### config.mk
export PLATFORM = sky130hd
export DESIGN_NAME = adc_frame_master
export DESIGN_NICKNAME = d
export VERILOG_FILES = /design/src/rtl/adc_fm_pkg.sv /design/src/rtl/adc_fm_tick.sv /design/src/rtl/adc_fm_seq.sv /design/src/rtl/adc_fm_capture.sv /design/src/rtl/adc_frame_master.sv
export SDC_FILE = /design/constraint.sdc
export NUM_CORES = 1
export LEC_CHECK = 0
export BUFFER_PORTS_ARGS = -buffer_cell sky130_fd_sc_hd__buf_4
export CAP_MARGIN = 0
export CORE_ASPECT_RATIO = 1.1
export CORE_MARGIN = 8
export CORE_UTILIZATION = 53
export CTS_CLUSTER_DIAMETER = 50
export DETAILED_ROUTE_END_ITERATION = 7
export GPL_TIMING_DRIVEN = 1
export PLACE_DENSITY = 0.76
export SETUP_SLACK_MARGIN = 0.15
export SYNTH_ARGS = -nofsm -noshare
export SYNTH_HDL_FRONTEND = slang
export SYNTH_SLANG_ARGS = --single-unit
### constraint.sdc
create_clock -name clk -period 2.1 [get_ports clk]
set_input_delay 0.105 -clock clk [delete_from_list [all_inputs] [get_ports clk]]
set_output_delay 0.105 -clock clk [all_outputs]
set_load 0.1 [all_outputs]
### src/rtl/adc_fm_pkg.sv
package adc_fm_pkg;
  typedef enum logic [1:0] {
    CMD_FRAME = 2'b00,
    CMD_NAP   = 2'b01,
    CMD_SLEEP = 2'b10,
    CMD_WAKE  = 2'b11
  } cmd_e;

  typedef enum logic [1:0] {
    PWR_AWAKE = 2'b00,
    PWR_NAP   = 2'b01,
    PWR_SLEEP = 2'b10
  } pwr_e;

  typedef enum logic [2:0] {
    S_IDLE, S_FRAME, S_NAP, S_SLEEP, S_WAKE, S_SETTLE
  } seq_e;

  localparam int FRAME_EDGES = 34;
  localparam int CH0_FIRST   = 3;
  localparam int CH_STRIDE   = 16;
  localparam int NUM_CH      = 2;
  localparam int OUT_W       = 16;
  localparam int EKW         = 6;
endpackage

### src/rtl/adc_fm_tick.sv
module adc_fm_tick #(
  parameter int HALF_DIV = 4
) (
  input  logic clk,
  input  logic rst,
  input  logic run,
  output logic tick
);
  localparam int CW = $clog2(HALF_DIV) + 1;
  localparam logic [CW-1:0] LAST = CW'(HALF_DIV - 1);

  logic [CW-1:0] cnt;

  assign tick = run && (cnt == LAST);

  always_ff @(posedge clk) begin
    if (rst || !run) cnt <= '0;
    else if (cnt == LAST) cnt <= '0;
    else cnt <= cnt + CW'(1);
  end
endmodule

### src/rtl/adc_fm_seq.sv
module adc_fm_seq
  import adc_fm_pkg::*;
#(
  parameter int NAP_PULSES   = 2,
  parameter int SLEEP_PULSES = 4,
  parameter int WAKE_PULSES  = 1,
  parameter int SETTLE_CYC   = 200000
) (
  input  logic           clk,
  input  logic           rst,
  input  logic           cmd_valid,
  input  logic [1:0]     cmd,
  input  logic           tick,
  output logic           run,
  output logic           conv,
  output logic           sck,
  output logic           rise,
  output logic [EKW-1:0] edge_k,
  output logic           wake_done,
  output pwr_e           pwr
);
  localparam int FR_H = 2 * FRAME_EDGES;
  localparam int NP_H = 2 * NAP_PULSES;
  localparam int SL_H = 2 * SLEEP_PULSES;
  localparam int WK_H = 2 * WAKE_PULSES;
  localparam int M1   = (FR_H > SL_H) ? FR_H : SL_H;
  localparam int M2   = (M1 > NP_H) ? M1 : NP_H;
  localparam int M3   = (M2 > WK_H) ? M2 : WK_H;
  localparam int HW   = $clog2(M3);
  localparam int SW   = $clog2(SETTLE_CYC + 1);
  localparam logic [HW-1:0] FR_LAST = HW'(FR_H - 1);
  localparam logic [HW-1:0] NP_LAST = HW'(NP_H - 1);
  localparam logic [HW-1:0] SL_LAST = HW'(SL_H - 1);
  localparam logic [HW-1:0] WK_LAST = HW'(WK_H - 1);
  localparam logic [SW-1:0] ST_LAST = SW'(SETTLE_CYC - 1);

  seq_e          st;
  logic [HW-1:0] h, h_inc;
  logic [SW-1:0] scnt;
  logic          accept;
  cmd_e          c;

  assign c      = cmd_e'(cmd);
  assign h_inc  = h + HW'(1);
  assign run    = (st != S_IDLE);
  assign accept = cmd_valid && (st == S_IDLE) &&
                  !((c == CMD_FRAME) && (pwr == PWR_SLEEP));
  assign rise   = (st == S_FRAME) && tick && !h[0];
  assign edge_k = EKW'({1'b0, h[HW-1:1]}) + EKW'(1);

  always_ff @(posedge clk) begin
    if (rst) begin
      st        <= S_IDLE;
      h         <= '0;
      scnt      <= '0;
      conv      <= 1'b0;
      sck       <= 1'b0;
      wake_done <= 1'b0;
      pwr       <= PWR_AWAKE;
    end else begin
      wake_done <= 1'b0;
      case (st)
        S_IDLE: if (accept) begin
          h    <= '0;
          scnt <= '0;
          case (c)
            CMD_FRAME: begin st <= S_FRAME; conv <= 1'b1; end
            CMD_NAP:   begin st <= S_NAP;   conv <= 1'b1; end
            CMD_SLEEP: begin st <= S_SLEEP; conv <= 1'b1; end
            default:   st <= S_WAKE;
          endcase
        end
        S_FRAME: if (tick) begin
          if (h == FR_LAST) begin
            st <= S_IDLE; sck <= 1'b0; conv <= 1'b0; pwr <= PWR_AWAKE;
          end else begin
            h <= h_inc; sck <= h_inc[0]; conv <= 1'b0;
          end
        end
        S_NAP: if (tick) begin
          if (h == NP_LAST) begin
            st <= S_IDLE; conv <= 1'b0; pwr <= PWR_NAP;
          end else begin
            h <= h_inc; conv <= ~h_inc[0];
          end
        end
        S_SLEEP: if (tick) begin
          if (h == SL_LAST) begin
            st <= S_IDLE; conv <= 1'b0; pwr <= PWR_SLEEP;
          end else begin
            h <= h_inc; conv <= ~h_inc[0];
          end
        end
        S_WAKE: if (tick) begin
          if (h == WK_LAST) begin
            st <= S_SETTLE; sck <= 1'b0;
          end else begin
            h <= h_inc; sck <= h_inc[0];
          end
        end
        S_SETTLE: begin
          if (scnt == ST_LAST) begin
            st <= S_IDLE; pwr <= PWR_AWAKE; wake_done <= 1'b1;
          end else begin
            scnt <= scnt + SW'(1);
          end
        end
        default: st <= S_IDLE;
      endcase
    end
  end
endmodule

### src/rtl/adc_fm_capture.sv
module adc_fm_capture
  import adc_fm_pkg::*;
#(
  parameter int SAMPLE_W = 14,
  parameter int FIRST_K  = 3
) (
  input  logic                clk,
  input  logic                rst,
  input  logic                rise,
  input  logic [EKW-1:0]      edge_k,
  input  logic                din,
  output logic [SAMPLE_W-1:0] word
);
  localparam logic [EKW-1:0] LO = EKW'(FIRST_K);
  localparam logic [EKW-1:0] HI = EKW'(FIRST_K + SAMPLE_W - 1);

  logic in_slot;
  assign in_slot = (edge_k >= LO) && (edge_k <= HI);

  always_ff @(posedge clk) begin
    if (rst) word <= '0;
    else if (rise && in_slot) word <= {word[SAMPLE_W-2:0], din};
  end
endmodule

### src/rtl/adc_frame_master.sv
module adc_frame_master
  import adc_fm_pkg::*;
#(
  parameter int SAMPLE_W     = 14,
  parameter int HALF_DIV     = 4,
  parameter int NAP_PULSES   = 2,
  parameter int SLEEP_PULSES = 4,
  parameter int WAKE_PULSES  = 1,
  parameter int SETTLE_CYC   = 200000
) (
  input  logic        clk,
  input  logic        rst,
  input  logic        cmd_valid,
  input  logic [1:0]  cmd,
  input  logic        ser_data,
  output logic        start_conv,
  output logic        ser_clk,
  output logic [15:0] ch0_word,
  output logic [15:0] ch1_word,
  output logic        word_valid,
  output logic        stale_o,
  output logic        busy_o,
  output logic [1:0]  pwr_state
);
  localparam int XW = OUT_W - SAMPLE_W;
  localparam logic [EKW-1:0] LAST_K = EKW'(CH0_FIRST + CH_STRIDE + SAMPLE_W - 1);

  logic           run, tick, rise, wake_done, pend, stale_flag;
  logic [EKW-1:0] edge_k;
  pwr_e           pwr;
  logic [SAMPLE_W-1:0] cap [NUM_CH];

  adc_fm_tick #(.HALF_DIV(HALF_DIV)) u_tick (
    .clk(clk), .rst(rst), .run(run), .tick(tick)
  );

  adc_fm_seq #(
    .NAP_PULSES(NAP_PULSES), .SLEEP_PULSES(SLEEP_PULSES),
    .WAKE_PULSES(WAKE_PULSES), .SETTLE_CYC(SETTLE_CYC)
  ) u_seq (
    .clk(clk), .rst(rst), .cmd_valid(cmd_valid), .cmd(cmd), .tick(tick),
    .run(run), .conv(start_conv), .sck(ser_clk), .rise(rise),
    .edge_k(edge_k), .wake_done(wake_done), .pwr(pwr)
  );

  for (genvar ch = 0; ch < NUM_CH; ch++) begin : g_ch
    adc_fm_capture #(
      .SAMPLE_W(SAMPLE_W), .FIRST_K(CH0_FIRST + ch * CH_STRIDE)
    ) u_cap (
      .clk(clk), .rst(rst), .rise(rise), .edge_k(edge_k),
      .din(ser_data), .word(cap[ch])
    );
  end

  assign busy_o    = run;
  assign pwr_state = pwr;

  always_ff @(posedge clk) begin
    if (rst) begin
      pend       <= 1'b0;
      word_valid <= 1'b0;
      stale_o    <= 1'b0;
      stale_flag <= 1'b1;
      ch0_word   <= '0;
      ch1_word   <= '0;
    end else begin
      word_valid <= 1'b0;
      pend       <= rise && (edge_k == LAST_K);
      if (pend) begin
        word_valid <= 1'b1;
        ch0_word   <= {{XW{cap[0][SAMPLE_W-1]}}, cap[0]};
        ch1_word   <= {{XW{cap[1][SAMPLE_W-1]}}, cap[1]};
        stale_o    <= stale_flag;
        stale_flag <= 1'b0;
      end
      if (wake_done) stale_flag <= 1'b1;
    end
  end
endmodule

==> reports/metrics.cfg <==
[status]
outcome = finished with violations
violations = setup timing

[critical_path]
worstSetupEndpointType = flop
critPathRequiredTime_ps = 2390
crit_type = flop to flop
cp_max_fo = 5
crit_path_start_kind = flop
cp.arrival_ps = 2440

[clock_network]
path_clk_slew_ps = 90
insertion_delay_ps = 360
clock_sinks = 96
clockBufferDepth = 2
numCtsBuffers = 9
htree_levels = 3
cts_root_buf = clkbuf_8
cts_tree = done

[logic_synthesis]
syn_nets = 463
synth-main-ff-cell = dfxtp_1
yosys-top-cells-count = dfxtp_1 (96), nor2_1 (81), mux2i_1 (62)
synth_cell_type_count = 53
synthCells = 449
synth-seq-cells = 96
netlist.area_leader.share = 0.4536
synth-edff-count = 0
synth_most_common_cell = dfxtp_1
syn_area_per_cell_um2 = 9.436
ys_seq_area_frac = 0.4536
ys_top_cells_by_area = dfxtp_1 (45%), mux2i_1 (15%), nor2_1 (7.2%)
synth_top_area_cell = dfxtp_1
synthesis.area_mm2 = 0.004237
synthArstFlopShare = 0
synth-warning-count = 0

[route]
vias = 3455
drt_first_pass_iters = 4
viasPerCell = 5.519
final_antenna_net_count = 0
post_drt_wl_per_cell_um = 15.99
drt-total-wl_um = 10010
drc = 0
drtIter0Drc = 190

[sta]
finalSetupViolCount = 8
rsz0062_at_grt = true
setup_ws_ps = -56.31
final.setup_skew_ps = 10.60
max_freq_ghz = 0.4638
worst_slew_pin_slew_ps = 554.2
post-route-period-util = 1.027
drv_slew = 0
hold_viol_final = 0
max_slew_margin = 0.6271
min_period_ps = 2156

[pwr]
ir_drop_mv = 0.4832
powerDensity_mw_per_mm2 = 895.5
power.leakage_nw = 2.041

[placed_design]
placed_area_mm2 = 0.004863
dp.cells = 599
routabilityCongestion = 0.8594
port_buffers = 44
hpwl_um = 6205

[grt]
grt_usage = 0.1813
overflow = 0
grt_max_degree = 58
grt_antenna_before_repair = 0
grt_pass1_vias = 3327
grt_pass1_wl_um = 16150

[die]
die_h_um = 109.8
fp.coreArea_mm2 = 0.007828
num_rows = 34
die-area_mm2 = 0.01111
io_pins = 45
start_util = 0.5412
die_x_um = 101.2

[final_layout]
diodes = 0
fin_area_mm2 = 0.005436
finalNetCount = 528
drive_gt1_frac = 0.2896
area_delta_synth_final_pct = 28.32
stdcell_count = 626

[flow_run]
maxCapViolations = 0

[hold_path]
hold_path.class = input port to flop

-- path summary, 6_finish.rpt --
kind | start | endpoint | slack, ps | cells after the start
worst max-delay path | u_seq.h[0] | u_seq.h[4] | -60 | 9
worst min-delay path | rst | u_seq.h[1] | 70 | 2
worst min register to register | u_tick.cnt[0] | u_tick.cnt[0] | 450 | 1
worst max register to register | u_seq.h[0] | u_seq.h[4] | -60 | 9
-- where the power goes --
part	internal [mW]	switching, mW
logic	0.588	0.888
clock network	0.793	0.666
registers	1.88	0.0553
total	3.26	1.61
-- through the flow --
stage	hold WS (ps)	utilization	power, mW	setup TNS (ps)	setup WS [ps]
CTS	74.01	0.6800	4.780	-50.27	-19.56
detailed placement	355.5	0.6213	3.129	-78.57	-47.70
global route	89.06	0.6945	5.062	-1993	-101.4
floorplan	248.9	-	2.802	-532.8	-53.28
global placement	348.9	0.6213	3.099	-6.558	-6.558
finish	72.63	0.6945	4.869	-210.5	-56.31
-- registers in the layout, indices dropped and copies added, names as in the netlist --
name	cells
u_seq.pwr	2
u_seq.sck	1
u_tick.cnt	3
stale_o	1
u_seq.h	7
u_seq.st	3
g_ch.u_cap.word	28
pend	1
ch1_word	14
u_seq.conv	1
u_seq.scnt	18
stale_flag	1
ch0_word	14
u_seq.wake_done	1
word_valid	1
-- cells in the final DEF, fill, tap and decap left out, drive strengths merged, types with 4 or more instances in the layout --
cell	synthesis	layout
dfxtp	96	96
buf	12	84
nor2	81	81
mux2i	62	62
xnor2	16	16
a21oi	14	14
inv	12	14
nand2	13	13
nand3	12	12
nor3	12	12
nand2b	11	11
nor4	11	11
clkbuf	20	9
or4	9	9
ha	8	8
o21ai	7	7
a31oi	5	5
nor2b	5	5
nand3b	4	4
a2111oi	4	4
o31ai	4	4
-- cell type report --
cell class                 count  area [um^2]
tap                          108        135.1
clock buffer                   9        123.9
clock inverter                 6        115.1
inverter                      12        47.55
timing repair buffer          85        728.2
fill                         606         2391
multi-input combinational    310         2346
sequential                    96         1941
-- routing by layer --
metal,GRT usage,up-vias,share of wire
li1,-,1701,-
met1,0.2163,1654,0.43
met2,0.3048,84,0.50
met3,0.04243,16,0.047
met4,0.07987,0,0.019
met5,0,-,0
-- worst max-delay path, cell delays in order, from the launching register on --
cell and delay (ps):
dfxtp_4 380, ha_4 140, or4b_4 510, buf_6 150
nor3_4 240, o211a_4 220, buf_6 120, buf_6 90
o31ai_2 50, a21oi_1 180
-- timing repair --
item,CTS,global route
cloned,2,0
pin swaps,18,16
gates resized for setup,28,23
setup endpoints to repair,41,55
setup buffers,7,2
hold buffers,1,0
hold endpoints to repair,2,0
-- cell families (layout without fill, tap and decap cells) --
group / count (synthesis) / count (layout) / synth area share
buffers and inverters: 44 / 112 / 0.04873
flip-flops: 96 / 96 / 0.4536
XOR/XNOR: 17 / 17 / 0.03514
adder cells (fa/ha/maj): 8 / 8 / 0.02363
AO/OA/AOI/OAI: 43 / 44 / 0.06704
AND/OR/NAND/NOR: 178 / 178 / 0.2227
multiplexers: 63 / 63 / 0.1491
(Power assumes the default switching activity.)
